## src/rtl/hsf_pkg.sv

```systemverilog
// Package: shared phase type, next-phase rule and state-bit codes for the
// read-control handshake machine. Assumes a two-input (start, wait) control.
package hsf_pkg;

    typedef enum logic [1:0] {
        PH_IDLE  = 2'd0,
        PH_READ  = 2'd1,
        PH_DELAY = 2'd2,
        PH_DONE  = 2'd3
    } phase_t;

    // Width of the state-bit encoding {rd, done, spare}
    localparam int SB_W      = 3;
    localparam int SB_RD_BIT = 2;
    localparam int SB_DN_BIT = 1;

    localparam logic [SB_W-1:0] SB_IDLE  = 3'b000;
    localparam logic [SB_W-1:0] SB_READ  = 3'b100;
    localparam logic [SB_W-1:0] SB_DELAY = 3'b101;
    localparam logic [SB_W-1:0] SB_DONE  = 3'b010;

    // Next phase from the present phase and the two requests
    function automatic phase_t phase_step(phase_t cur, logic start, logic waitr);
        phase_t nxt;
        case (cur)
            PH_IDLE:  nxt = start ? PH_READ : PH_IDLE;
            PH_READ:  nxt = PH_DELAY;
            PH_DELAY: nxt = waitr ? PH_READ : PH_DONE;
            PH_DONE:  nxt = PH_IDLE;
            default:  nxt = PH_IDLE;
        endcase
        return nxt;
    endfunction

    // Read-active value that belongs to a phase
    function automatic logic phase_rd(phase_t ph);
        return (ph == PH_READ) || (ph == PH_DELAY);
    endfunction

    // Done-strobe value that belongs to a phase
    function automatic logic phase_dn(phase_t ph);
        return ph == PH_DONE;
    endfunction

endpackage

```

## src/rtl/hsf_next_out.sv

```systemverilog
// Module: hsf_next_out
// Output style 0. A binary phase register plus two output flip-flops that
// are loaded with the values decoded from the next phase on the same edge.
// Assumes synchronous active-low reset; outputs come straight from flops.
module hsf_next_out
    import hsf_pkg::*;
(
    input  logic clk,
    input  logic rst_n,
    input  logic start_req,
    input  logic wait_req,
    output logic rd_active,
    output logic done_strobe
);

    phase_t ph_q;
    phase_t ph_d;
    logic   rd_d;
    logic   dn_d;
    logic   rd_q;
    logic   dn_q;

    // Next phase and the outputs that belong to it
    always_comb begin
        ph_d = phase_step(ph_q, start_req, wait_req);
        rd_d = phase_rd(ph_d);
        dn_d = phase_dn(ph_d);
    end

    // Phase register and output registers, loaded together
    always_ff @(posedge clk) begin
        if (!rst_n) begin
            ph_q <= PH_IDLE;
            rd_q <= 1'b0;
            dn_q <= 1'b0;
        end else begin
            ph_q <= ph_d;
            rd_q <= rd_d;
            dn_q <= dn_d;
        end
    end

    assign rd_active   = rd_q;
    assign done_strobe = dn_q;

endmodule

```

## src/rtl/hsf_state_bits.sv

```systemverilog
// Module: hsf_state_bits
// Output style 1. A three-bit state register coded {rd, done, spare} so that
// each output is one state bit. Unused codes step to idle on the next edge.
// Assumes synchronous active-low reset.
module hsf_state_bits
    import hsf_pkg::*;
(
    input  logic clk,
    input  logic rst_n,
    input  logic start_req,
    input  logic wait_req,
    output logic rd_active,
    output logic done_strobe
);

    logic [SB_W-1:0] st_q;
    logic [SB_W-1:0] st_d;

    // Next-state decode on the coded register, with recovery to idle
    always_comb begin
        case (st_q)
            SB_IDLE:  st_d = start_req ? SB_READ : SB_IDLE;
            SB_READ:  st_d = SB_DELAY;
            SB_DELAY: st_d = wait_req ? SB_READ : SB_DONE;
            SB_DONE:  st_d = SB_IDLE;
            default:  st_d = SB_IDLE;
        endcase
    end

    // Coded state register
    always_ff @(posedge clk) begin
        if (!rst_n) st_q <= SB_IDLE;
        else        st_q <= st_d;
    end

    assign rd_active   = st_q[SB_RD_BIT];
    assign done_strobe = st_q[SB_DN_BIT];

endmodule

```

## src/rtl/hs_reg_fsm.sv

```systemverilog
// Module: hs_reg_fsm
// Read-control handshake machine with flip-flop outputs. OUT_STYLE picks the
// registered next-output build (0) or the state-bit build (1).
// Assumes a single clock and synchronous active-low reset.
module hs_reg_fsm #(
    parameter int OUT_STYLE = 0
) (
    input  logic clk,
    input  logic rst_n,
    input  logic start_req,
    input  logic wait_req,
    output logic rd_active,
    output logic done_strobe
);

    // Select the output-register build
    generate
        if (OUT_STYLE == 0) begin : g_next_out
            hsf_next_out u_core (
                .clk         (clk),
                .rst_n       (rst_n),
                .start_req   (start_req),
                .wait_req    (wait_req),
                .rd_active   (rd_active),
                .done_strobe (done_strobe)
            );
        end else begin : g_state_bits
            hsf_state_bits u_core (
                .clk         (clk),
                .rst_n       (rst_n),
                .start_req   (start_req),
                .wait_req    (wait_req),
                .rd_active   (rd_active),
                .done_strobe (done_strobe)
            );
        end
    endgenerate

endmodule

```

## config.mk

```make
export PLATFORM = sky130hd
export DESIGN_NAME = hs_reg_fsm
export DESIGN_NICKNAME = d
export VERILOG_FILES = /design/src/rtl/hsf_pkg.sv /design/src/rtl/hsf_next_out.sv /design/src/rtl/hsf_state_bits.sv /design/src/rtl/hs_reg_fsm.sv
export SDC_FILE = /design/constraint.sdc
export NUM_CORES = 1
export LEC_CHECK = 0
export ABC_CLOCK_PERIOD_IN_PS = 1800
export CORE_AREA = 2 2 39 41
export CTS_BUF_LIST = sky130_fd_sc_hd__clkbuf_16
export DETAILED_ROUTE_END_ITERATION = 8
export DIE_AREA = 0 0 41 43
export DONT_BUFFER_PORTS = 1
export GPL_TIMING_DRIVEN = 0
export MAX_ROUTING_LAYER = met4
export PLACE_DENSITY = 0.3
export SLEW_MARGIN = 10
export SYNTH_ARGS = -nofsm -noshare
export SYNTH_HDL_FRONTEND = slang
export SYNTH_SLANG_ARGS = --single-unit
```

## constraint.sdc

```tcl
create_clock -name clk -period 1.8 [get_ports clk]
set_input_delay 0.27 -clock clk [delete_from_list [all_inputs] [get_ports clk]]
set_output_delay 0.27 -clock clk [all_outputs]
set_load 0.03 [all_outputs]
```

==> metrics.md, run 1 <==
| Metric | Value |
|---|---|
| Status | finished clean |
| Layout cells sized above 1 | 0.235 |
| Share of power burned in registers | 0.231 |
| Layout Nets | 24 |
| H-tree levels | 1 |
| Ratio of routed vias to standard cells | about 3.2 |
| Count of inserted antenna diode cells | 0 |
| Endpoint class of the critical path | flop |
| Sequential share of the synthesized area | 0.529 |
| Global router's overall resource usage | 0.0462 |
| Cell Area, Placed | about 170 um2 |
| Signal arrival time at the worst endpoint | approximately 1.4 ns |
| Number of global-route vias before repair | 118 |
| Count of input and output buffers | 0 |
| Area of the core | between 0.001 and 0.0015 mm2 |
| Commonest cells in the netlist | dfxtp_1, and2_1, nor2_1 |
| Setup violation total in the final timing report | 0 |
| Clock insertion delay at the later pin of the skew report | 0.22 ns |
| Startpoint kind of the worst setup timing path | flop |
| Internal power component | slightly below 0.4 mW |
| Maximum number of pins on one net before global-route repair | 5 |
| Synthesized cell area | between 150 and 200 um2 |
| Syn-to-layout area delta | 62.8% |
| Count leader, synth | dfxtp_1 |
| Logic gate share of total power | 0.030 |
| Number of synthesized flops with an enable pin | 0 |
| Sum of net half-perimeters after detailed placement | around 210 um |
| Total nets after synthesis | 19 |
| Critical-path cell list | or3b_1, nand2_1, ha_1, and2_1 |
| Most frequently used flop master after synthesis | dfxtp_1 |
| Synth Warn # | 0 |
| Total power draw | ~0.46 mW |
| Routed met3 length | ~14 um |
| Pleak | between 0.1 and 0.15 nW |
| Chip Height | 43 um |
| Hold Crit Class | in -> reg |
| CTS sink count | 4 |
| Number of cells produced by synthesis | 14 |
| Final weighted congestion in routability-driven placement | between 0.5 and 0.6 |
| Cts-stage hold buffer count | 0 |
| Iteration-0 DRC count of the detailed router | 3 |
| Final critical path time including I/O delays and setup | about 1.3 ns |
| Setup tns final | 0 ns |
| Number of nets with antenna violations after detailed routing | 0 |
| Switch Pwr | ~0.076 mW |
| Number of stages on the worst hold path | 1 |
| Cell with the biggest individual delay on the critical path | or3b_1 |
| DR WL met2 | 163 um |
| Worst voltage drop across the vdd grid | ~0.00025 V |
| Initial Utilization | 0.109 |
| Post-route core utilization | 0.178 |
| Global-route wire length before repair | between 400 and 500 um |
| Pwr/cell area | roughly 1900 mW/mm2 |
| Cell types with the largest area share after synthesis | dfxtp_1, and2_1, ha_1 |
| Switching Share | 0.164 |
| Number of buffers added by the clock tree synthesis step | 3 |
| Remaining routing DRC violations | 0 |
| Average wire per standard cell | 7.94 um |
| Reg2Reg Depth | 4 |
| Synthesized area per cell | 10.8 um2 |
| Sum of overflow across all layers after global routing | 0 |
| 1st-pass router iterations | 2 |
| Clock tree from TritonCTS | done |
| Post-synth top area cell | dfxtp_1 |
| Slew Limit Headroom | 0.804 |
| Transition at the pin with the smallest max-transition slack | 0.294 ns |
| Post-route met1 wirelength | around 84 um |
| Final critical-path share of the clock period | 0.711 |
| Overall via count from detail_route | between 100 and 150 |
| Top sig layer | met3 |
| Max cap viols | 0 |
| FFs w/ async S/R, synth | 0 |
| Slowest Stage Delay on Critical Path | ~0.39 ns |
| Portion of total power attributed to the clock network | 0.738 |
| Critical path type | reg -> reg |
| Standard-cell rows | 14 |
| Finished layout cell area | roughly 250 um2 |
| Highest fanout seen on the critical path | 3 |
| Number of antenna violations at the first check in global routing | 0 |
| DRT Wirelength | 262 um |
| Number of hold violations in the final report | 0 |
| Worst EP required | ~1.9 ns |
| Die width | around 41 um |
| Resize count post-CTS | 0 |
| Clk slew on worst S/H paths | about 0.03 ns |
| Number of top-level pins | 6 |
| Floorplan die area | roughly 0.0018 mm2 |
| Clk buf depth | 2 |
| Maximum frequency from static timing analysis | 781 MHz |
| Proportion of netlist area held by the largest area contributor | 0.529 |
| Postcts setup bufs | 0 |
| Library cell used as clock root buffer | clkbuf_16 |
| Register bit total from synthesis | 4 |
| Maximum clock skew at final layout | 0.000983 ns |
| Number of unique standard cell types used by synthesis | 9 |
| Setup repair after global routing missed its margin | false |
| Max-slew violation count | 0 |
## state kept, by name (all words and copies together), names as in the netlist
name,count
g_next_out.u_core.ph_q,2
g_next_out.u_core.done_strobe,1
g_next_out.u_core.rd_active,1
## power by group through the flow
stage | clock, mW | sequential [mW] | combinational [mW]
floorplan | 0 | 0.108 | 0.0124
global placement | 0 | 0.109 | 0.0143
detailed placement | 0 | 0.109 | 0.0145
CTS | 0.348 | 0.108 | 0.0146
global route | 0.355 | 0.108 | 0.0170
finish | 0.343 | 0.107 | 0.0140
## cells by family (layout without fill, tap and decap cells)
kind of cell / count (synthesis) / in the layout / share of synthesized area
adders and majority gates: 1 / 1 / 0.0826
and+or+nand+nor: 8 / 8 / 0.314
buffers and inverters: 0 / 3 / 0
AOI/OAI and AO/OA: 1 / 1 / 0.0744
DFF: 4 / 4 / 0.529
## area by class of cell
type / instances / area (um2)
Sequential cell: 4 / 80.1
Clock buffer: 3 / 75.1
Tap cell: 16 / 20.0
Multi-Input combinational cell: 10 / 71.3
Fill cell: 154 / 1140
## layer usage
metal | vias up | global-route usage
li1 | 53 | -
met1 | 51 | 0.0319
met2 | 3 | 0.0531
met3 | 0 | 0.0157
met4 | 0 | 0.100
met5 | - | -
## metrics by stage
stage               worst slack [ns]  hold WS [ns]  instances
floorplan                      0.572         0.392         14
global placement               0.517         0.395         30
detailed placement             0.512         0.396         30
CTS                            0.510         0.168         33
global route                   0.445         0.169         33
finish                         0.520         0.170         33
## worst paths after layout
path | startpoint | endpoint | slack [ns]
worst max-delay path | g_next_out.u_core.ph_q[1] | g_next_out.u_core.rd_active | 0.52
worst min register to register | g_next_out.u_core.ph_q[0] | g_next_out.u_core.ph_q[0] | 0.45
worst min-delay path | rst_n | g_next_out.u_core.rd_active | 0.17
worst max register to register | g_next_out.u_core.ph_q[1] | g_next_out.u_core.rd_active | 0.52
## placed cells by master, fill, tap and decap left out, drive strengths merged
| cell | n |
|---|---|
| nor2 | 2 |
| dfxtp | 4 |
| clkbuf | 3 |
| or3b | 1 |
| and2 | 2 |
| nand2 | 1 |
| nor3b | 1 |
| a21boi | 1 |
| ha | 1 |
| or2b | 1 |
## critical path: cells and delay by family, from the launching register on
kind	cells	cell delay, ns
adder cells (fa/ha/maj)	1	0.21
flip-flops	1	0.33
AND/OR/NAND/NOR	3	0.62
Power figures use the tool's default switching activity.
==> run 2, diff against run 1 <==
Settings changed: ABC_CLOCK_PERIOD_IN_PS 1800 to 1100.
Clock period 1.8 ns to 1.1 ns, I/O delays scaled along.
==> metrics.md, run 2 (synthesis results as in run 1) <==
| Metric | Value |
|---|---|
| Commonest non-fill, non-tap cells in the layout | clkbuf_16, buf_4, and2_4, dfxtp_1, dfxtp_2 |
| Number of nets with antenna violations after detailed routing | 0 (unchanged) |
| Count of input and output buffers | 0 (unchanged) |
| Number of top-level pins | 6 (unchanged) |
| Layout Nets | 27 (+13%) |
| Chip Height | 43 um (unchanged) |
| Average wire per standard cell | 10.7 um (+34%) |
| Post-layout worst setup margin | -0.119 ns (-0.640 ns) |
| Global router's overall resource usage | 0.0616 (+0.0154) |
| Setup repair after global routing missed its margin | true |
| Syn-to-layout area delta | 102% |
| Ratio of routed vias to standard cells | 3.28 (+1.1%) |
| Critical path type | reg -> reg |
| Clk buf depth | 2 (unchanged) |
| Worst voltage drop across the vdd grid | 0.000459 V (+83%) |
| Total power draw | 0.798 mW (+72%) |
| Maximum clock skew at final layout | 0.00347 ns (+0.00249 ns) |
| Highest fanout seen on the critical path | 2 (-1) |
| Layout cells sized above 1 | 0.800 (+0.565) |
| Final weighted congestion in routability-driven placement | 0.553 (+8.9%) |
| Cell count after placement | 30 (unchanged) |
| Number of hold violations in the final report | 0 (unchanged) |
| Remaining routing DRC violations | 0 (unchanged) |
| Clock insertion delay at the later pin of the skew report | 0.22 ns (about the same) |
| DRT Wirelength | 384 um (+47%) |
| Endpoint class of the critical path | flop |
| Status | finished, violations left |
| Global-route wire length before repair | 627 um (+51%) |
| Maximum number of pins on one net before global-route repair | 5 (unchanged) |
| Clock tree from TritonCTS | done |
| 1st-pass router iterations | 1 (-1) |
| Number of buffers added by the clock tree synthesis step | 3 (unchanged) |
| Floorplan die area | 0.00176 mm2 (unchanged) |
| Final critical path time including I/O delays and setup | 1.22 ns (-0.0604 ns) |
| Violated checks | setup timing |
| H-tree levels | 1 (unchanged) |
| Number of global-route vias before repair | 172 (+46%) |
| Library cell used as clock root buffer | clkbuf_16 |
| Largest register by flop count | g_next_out.u_core.ph_q |
| Largest register FFs | 2 (unchanged) |
| Max-slew violation count | 0 (unchanged) |
| Final critical-path share of the clock period | 1.11 (+0.398) |
| Signal arrival time at the worst endpoint | 1.33 ns (-0.06 ns) |
| Max cap viols | 0 (unchanged) |
| Pleak | 0.127 nW (+22%) |
| Clk slew on worst S/H paths | 0.03 ns (about the same) |
| Die width | 41 um (unchanged) |
| Setup violation total in the final timing report | 1 (+1) |
| Maximum frequency from static timing analysis | 820 MHz (+5.0%) |
| Pwr/cell area | 2610 mW/mm2 (+39%) |
| Startpoint kind of the worst setup timing path | flop |
| Number of antenna violations at the first check in global routing | 0 (unchanged) |
| Transition at the pin with the smallest max-transition slack | 0.292 ns (-0.00205 ns) |
| Cell with the biggest individual delay on the critical path | or3b_4 |
| Cts-stage hold buffer count | 0 (unchanged) |
| Standard-cell rows | 14 (unchanged) |
| Critical-path cell list | or3b_4, nand2_4, ha_4, and2_4 |
| CTS sink count | 4 (unchanged) |
| Slowest Stage Delay on Critical Path | 0.39 ns (about the same) |
| Overall via count from detail_route | 118 (+10%) |
| Count of inserted antenna diode cells | 0 (unchanged) |
| Hold Crit Class | in -> reg |
| Initial Utilization | 0.109 (unchanged) |
| Setup slack at placement | -0.136 ns (-0.647 ns) |
| Final cell count without fillers | 36 (+9.1%) |
| Worst EP required | 1.21 ns (-0.70 ns) |
| Slew Limit Headroom | 0.805 (+0.00137) |
| Area of the core | 0.00138 mm2 (unchanged) |
| Sum of overflow across all layers after global routing | 0 (unchanged) |
| Iteration-0 DRC count of the detailed router | 0 (-3) |
## run 2: path summary, 6_finish.rpt
path | start | end | slack, ns | cells after the start
hold / removal | rst_n | g_next_out.u_core.done_strobe | 0.08 | 1
setup reg to reg | g_next_out.u_core.ph_q[1] | g_next_out.u_core.rd_active | -0.12 | 4
hold reg to reg | g_next_out.u_core.ph_q[0] | g_next_out.u_core.ph_q[0] | 0.52 | 2
setup / recovery | g_next_out.u_core.ph_q[1] | g_next_out.u_core.rd_active | -0.12 | 4
## run 2: per-stage QoR
stage | instance area [um2] | setup TNS (ns) | hold WS (ns) | utilization
2_1_floorplan | 155 | -0.0925 | 0.287 | -
3_3_place_gp | 175 | -0.138 | 0.290 | 0.127
3_5_place_dp | 175 | -0.136 | 0.294 | 0.127
4_1_cts | 282 | -0.116 | 0.0652 | 0.203
5_1_grt | 305 | -0.162 | 0.0839 | 0.221
6_report | 305 | -0.119 | 0.0822 | 0.221
## run 2: final cells by class
| type | instances | area (um2) |
|---|---|---|
| clock buffer | 3 | 75.1 |
| fill | 146 | 1080 |
| multi-input combinational | 10 | 105 |
| sequential | 4 | 82.6 |
| tap | 16 | 20.0 |
| timing repair buffer | 3 | 22.5 |
## run 2: layer usage
metal | part of all wire | GRT usage
met1 | 0.32 | 0.0351
met2 | 0.67 | 0.106
met3 | 0.010 | 0.0157
met4 | 0 | 0.0800
met5 | 0 | -
## run 2: report_power, final
part           internal (mW)  switching [mW]  total [mW]
Sequential             0.159          0.0175       0.176
Combinational         0.0368          0.0225      0.0593
Clock                  0.464          0.0982       0.562
Total                  0.660           0.138       0.798
## run 2: timing repair
| item | 4_1_cts | 5_1_grt |
|---|---|---|
| pin swaps | 2 | 3 |
| cloned | 0 | 0 |
| buffers inserted | 2 | 1 |
| resized for setup | 3 | 5 |
| endpoints found under the setup margin | 1 | 2 |
## run 2: critical path: cells and delay by family (launching register included)
| kind | cells | cell delay (ns) |
|---|---|---|
| flip-flops | 1 | 0.31 |
| adder cells (fa/ha/maj) | 1 | 0.19 |
| AND/OR/NAND/NOR | 3 | 0.60 |
==> run 3, diff against run 2 <==
Settings changed: ABC_CLOCK_PERIOD_IN_PS 1100 to 1170.
Clock period 1.1 ns to 1.17 ns, I/O delays scaled along.
==> metrics.md, run 3 (synthesis results as in run 1) <==
| Metric | Value |
|---|---|
| Status | finished, violations left |
| Violated checks | setup timing |
| Clk buf depth | 2 (unchanged) |
| Cell with the biggest individual delay on the critical path | or3b_4 |
| Signal arrival time at the worst endpoint | 1.34 ns (about the same) |
| Pleak | 0.125 nW (-1.3%) |
| Setup slack at placement | -0.0656 ns (+0.0700 ns) |
| Maximum frequency from static timing analysis | 819 MHz (-0.16%) |
| 1st-pass router iterations | 1 (unchanged) |
| Average wire per standard cell | 10.6 um (-1.0%) |
| Iteration-0 DRC count of the detailed router | 0 (unchanged) |
| Final weighted congestion in routability-driven placement | 0.553 (unchanged) |
| Maximum clock skew at final layout | 0.00344 ns (-0.0000298 ns) |
| Number of top-level pins | 6 (unchanged) |
| Final critical-path share of the clock period | 1.04 (-0.0647) |
| Setup violation total in the final timing report | 1 (unchanged) |
| Count of inserted antenna diode cells | 0 (unchanged) |
| Transition at the pin with the smallest max-transition slack | 0.292 ns (unchanged) |
| Setup repair after global routing missed its margin | true |
| H-tree levels | 1 (unchanged) |
| Number of filler instances in the final layout | 149 (+2.1%) |
| Reg2Reg Depth | 4 (unchanged) |
| Max cap viols | 0 (unchanged) |
| Overall via count from detail_route | 116 (-1.7%) |
| Number of antenna violations at the first check in global routing | 0 (unchanged) |
| Number of nets with antenna violations after detailed routing | 0 (unchanged) |
| Number of stages on the worst hold path | 1 (unchanged) |
| Maximum number of pins on one net before global-route repair | 5 (unchanged) |
| Global-route wire length before repair | 627 um (unchanged) |
| Largest register by flop count | g_next_out.u_core.ph_q |
| Syn-to-layout area delta | 98.3% |
| Startpoint kind of the worst setup timing path | flop |
| Floorplan die area | 0.00176 mm2 (unchanged) |
| Standard-cell rows | 14 (unchanged) |
| Clock tree from TritonCTS | done |
| Chip Height | 43 um (unchanged) |
| Largest register FFs | 2 (unchanged) |
| Number of buffers added by the clock tree synthesis step | 3 (unchanged) |
| Setup tns final | -0.0513 ns (+0.0681 ns) |
| Die width | 41 um (unchanged) |
| Highest fanout seen on the critical path | 2 (unchanged) |
| Library cell used as clock root buffer | clkbuf_16 |
| Area of the multi-input gates | 100 um2 (-4.8%) |
| Slew Limit Headroom | 0.805 (unchanged) |
| Layout Nets | 27 (unchanged) |
| Post-route core utilization | 0.217 (-0.00362) |
| Critical-path cell list | or3b_4, nand2_4, ha_4, and2_4 |
| Layout cells sized above 1 | 0.700 (-0.100) |
| CTS sink count | 4 (unchanged) |
| Sum of overflow across all layers after global routing | 0 (unchanged) |
| Area of the core | 0.00138 mm2 (unchanged) |
| Clk slew on worst S/H paths | 0.03 ns (about the same) |
| Endpoint class of the critical path | flop |
| Slowest Stage Delay on Critical Path | 0.39 ns (about the same) |
| Post-layout worst setup margin | -0.0513 ns (+0.0681 ns) |
| Worst EP required | 1.28 ns (+0.07 ns) |
| Global router's overall resource usage | 0.0616 (unchanged) |
| Commonest non-fill, non-tap cells in the layout | clkbuf_16, buf_4, nor2_1, dfxtp_1, dfxtp_2 |
| Clock insertion delay at the later pin of the skew report | 0.22 ns (about the same) |
| Count of input and output buffers | 0 (unchanged) |
| Number of global-route vias before repair | 172 (unchanged) |
| Remaining routing DRC violations | 0 (unchanged) |
| Max-slew violation count | 0 (unchanged) |
| Hold Crit Class | in -> reg |
| Pwr/cell area | 2490 mW/mm2 (-4.7%) |
| Ratio of routed vias to standard cells | 3.22 (-1.7%) |
| Initial Utilization | 0.109 (unchanged) |
| DRT Wirelength | 380 um (-1.0%) |
| Number of hold violations in the final report | 0 (unchanged) |
| Worst voltage drop across the vdd grid | 0.000432 V (-6.0%) |
| Final critical path time including I/O delays and setup | 1.22 ns (+0.00190 ns) |
| Critical path type | reg -> reg |
| Flip-flop and latch area | 82.6 um2 (unchanged) |
-- run 3: changes by cell type in the layout (fill, tap and decap cells not counted) --
cell	change
and2_1	+1
and2_4	-1
nor2_1	+1
nor2_2	-1
-- run 3: power breakdown --
| part | internal (mW) | leakage, nW | switching, mW |
|---|---|---|---|
| clock | 0.436 | 0.0370 | 0.0925 |
| sequential | 0.149 | 0.0337 | 0.0165 |
| combinational | 0.0329 | 0.0544 | 0.0207 |
-- run 3: timing repair --
action,in CTS,in global routing
cloned,0,0
pin swaps,2,2
gates resized for setup,3,3
setup buffers,2,1
setup endpoints to repair,1,1
hold buffers,0,0
-- run 3: final timing paths --
| path | slack (ns) | to | start |
|---|---|---|---|
| max | -0.05 | g_next_out.u_core.rd_active | g_next_out.u_core.ph_q[1] |
| min | 0.08 | g_next_out.u_core.done_strobe | rst_n |
| max reg2reg | -0.05 | g_next_out.u_core.rd_active | g_next_out.u_core.ph_q[1] |
| min reg2reg | 0.52 | g_next_out.u_core.ph_q[0] | g_next_out.u_core.ph_q[0] |
-- run 3: per-layer routing --
metal	track usage	up-vias	routed length, um
li1	-	58	-
met1	0.0351	57	121
met2	0.106	1	253
met3	0.0157	0	4
met4	0.0800	0	0
met5	-	-	0
-- run 3: layout make-up --
class,instances,share of cell area
multi-input cells,10,0.333
flip-flops and latches,4,0.275
clock buffers,3,0.250
repair buffers,3,0.0750
well taps,16,0.0667
-- run 3: critical path: cells and delay by family, from the launching register on --
kind,cells,cell delay (ns)
fa+ha+maj,1,0.19
flops,1,0.32
simple gates,3,0.60
-- run 3: metrics by stage --
step           power (mW)  instances  hold WS, ns  cell area (um2)
2_1_floorplan       0.186         14        0.297              155
4_1_cts             0.740         35       0.0757              282
5_1_grt             0.776         36       0.0890              300
3_5_place_dp        0.191         30        0.304              175
6_report            0.748         36       0.0766              300
3_3_place_gp        0.191         30        0.301              175
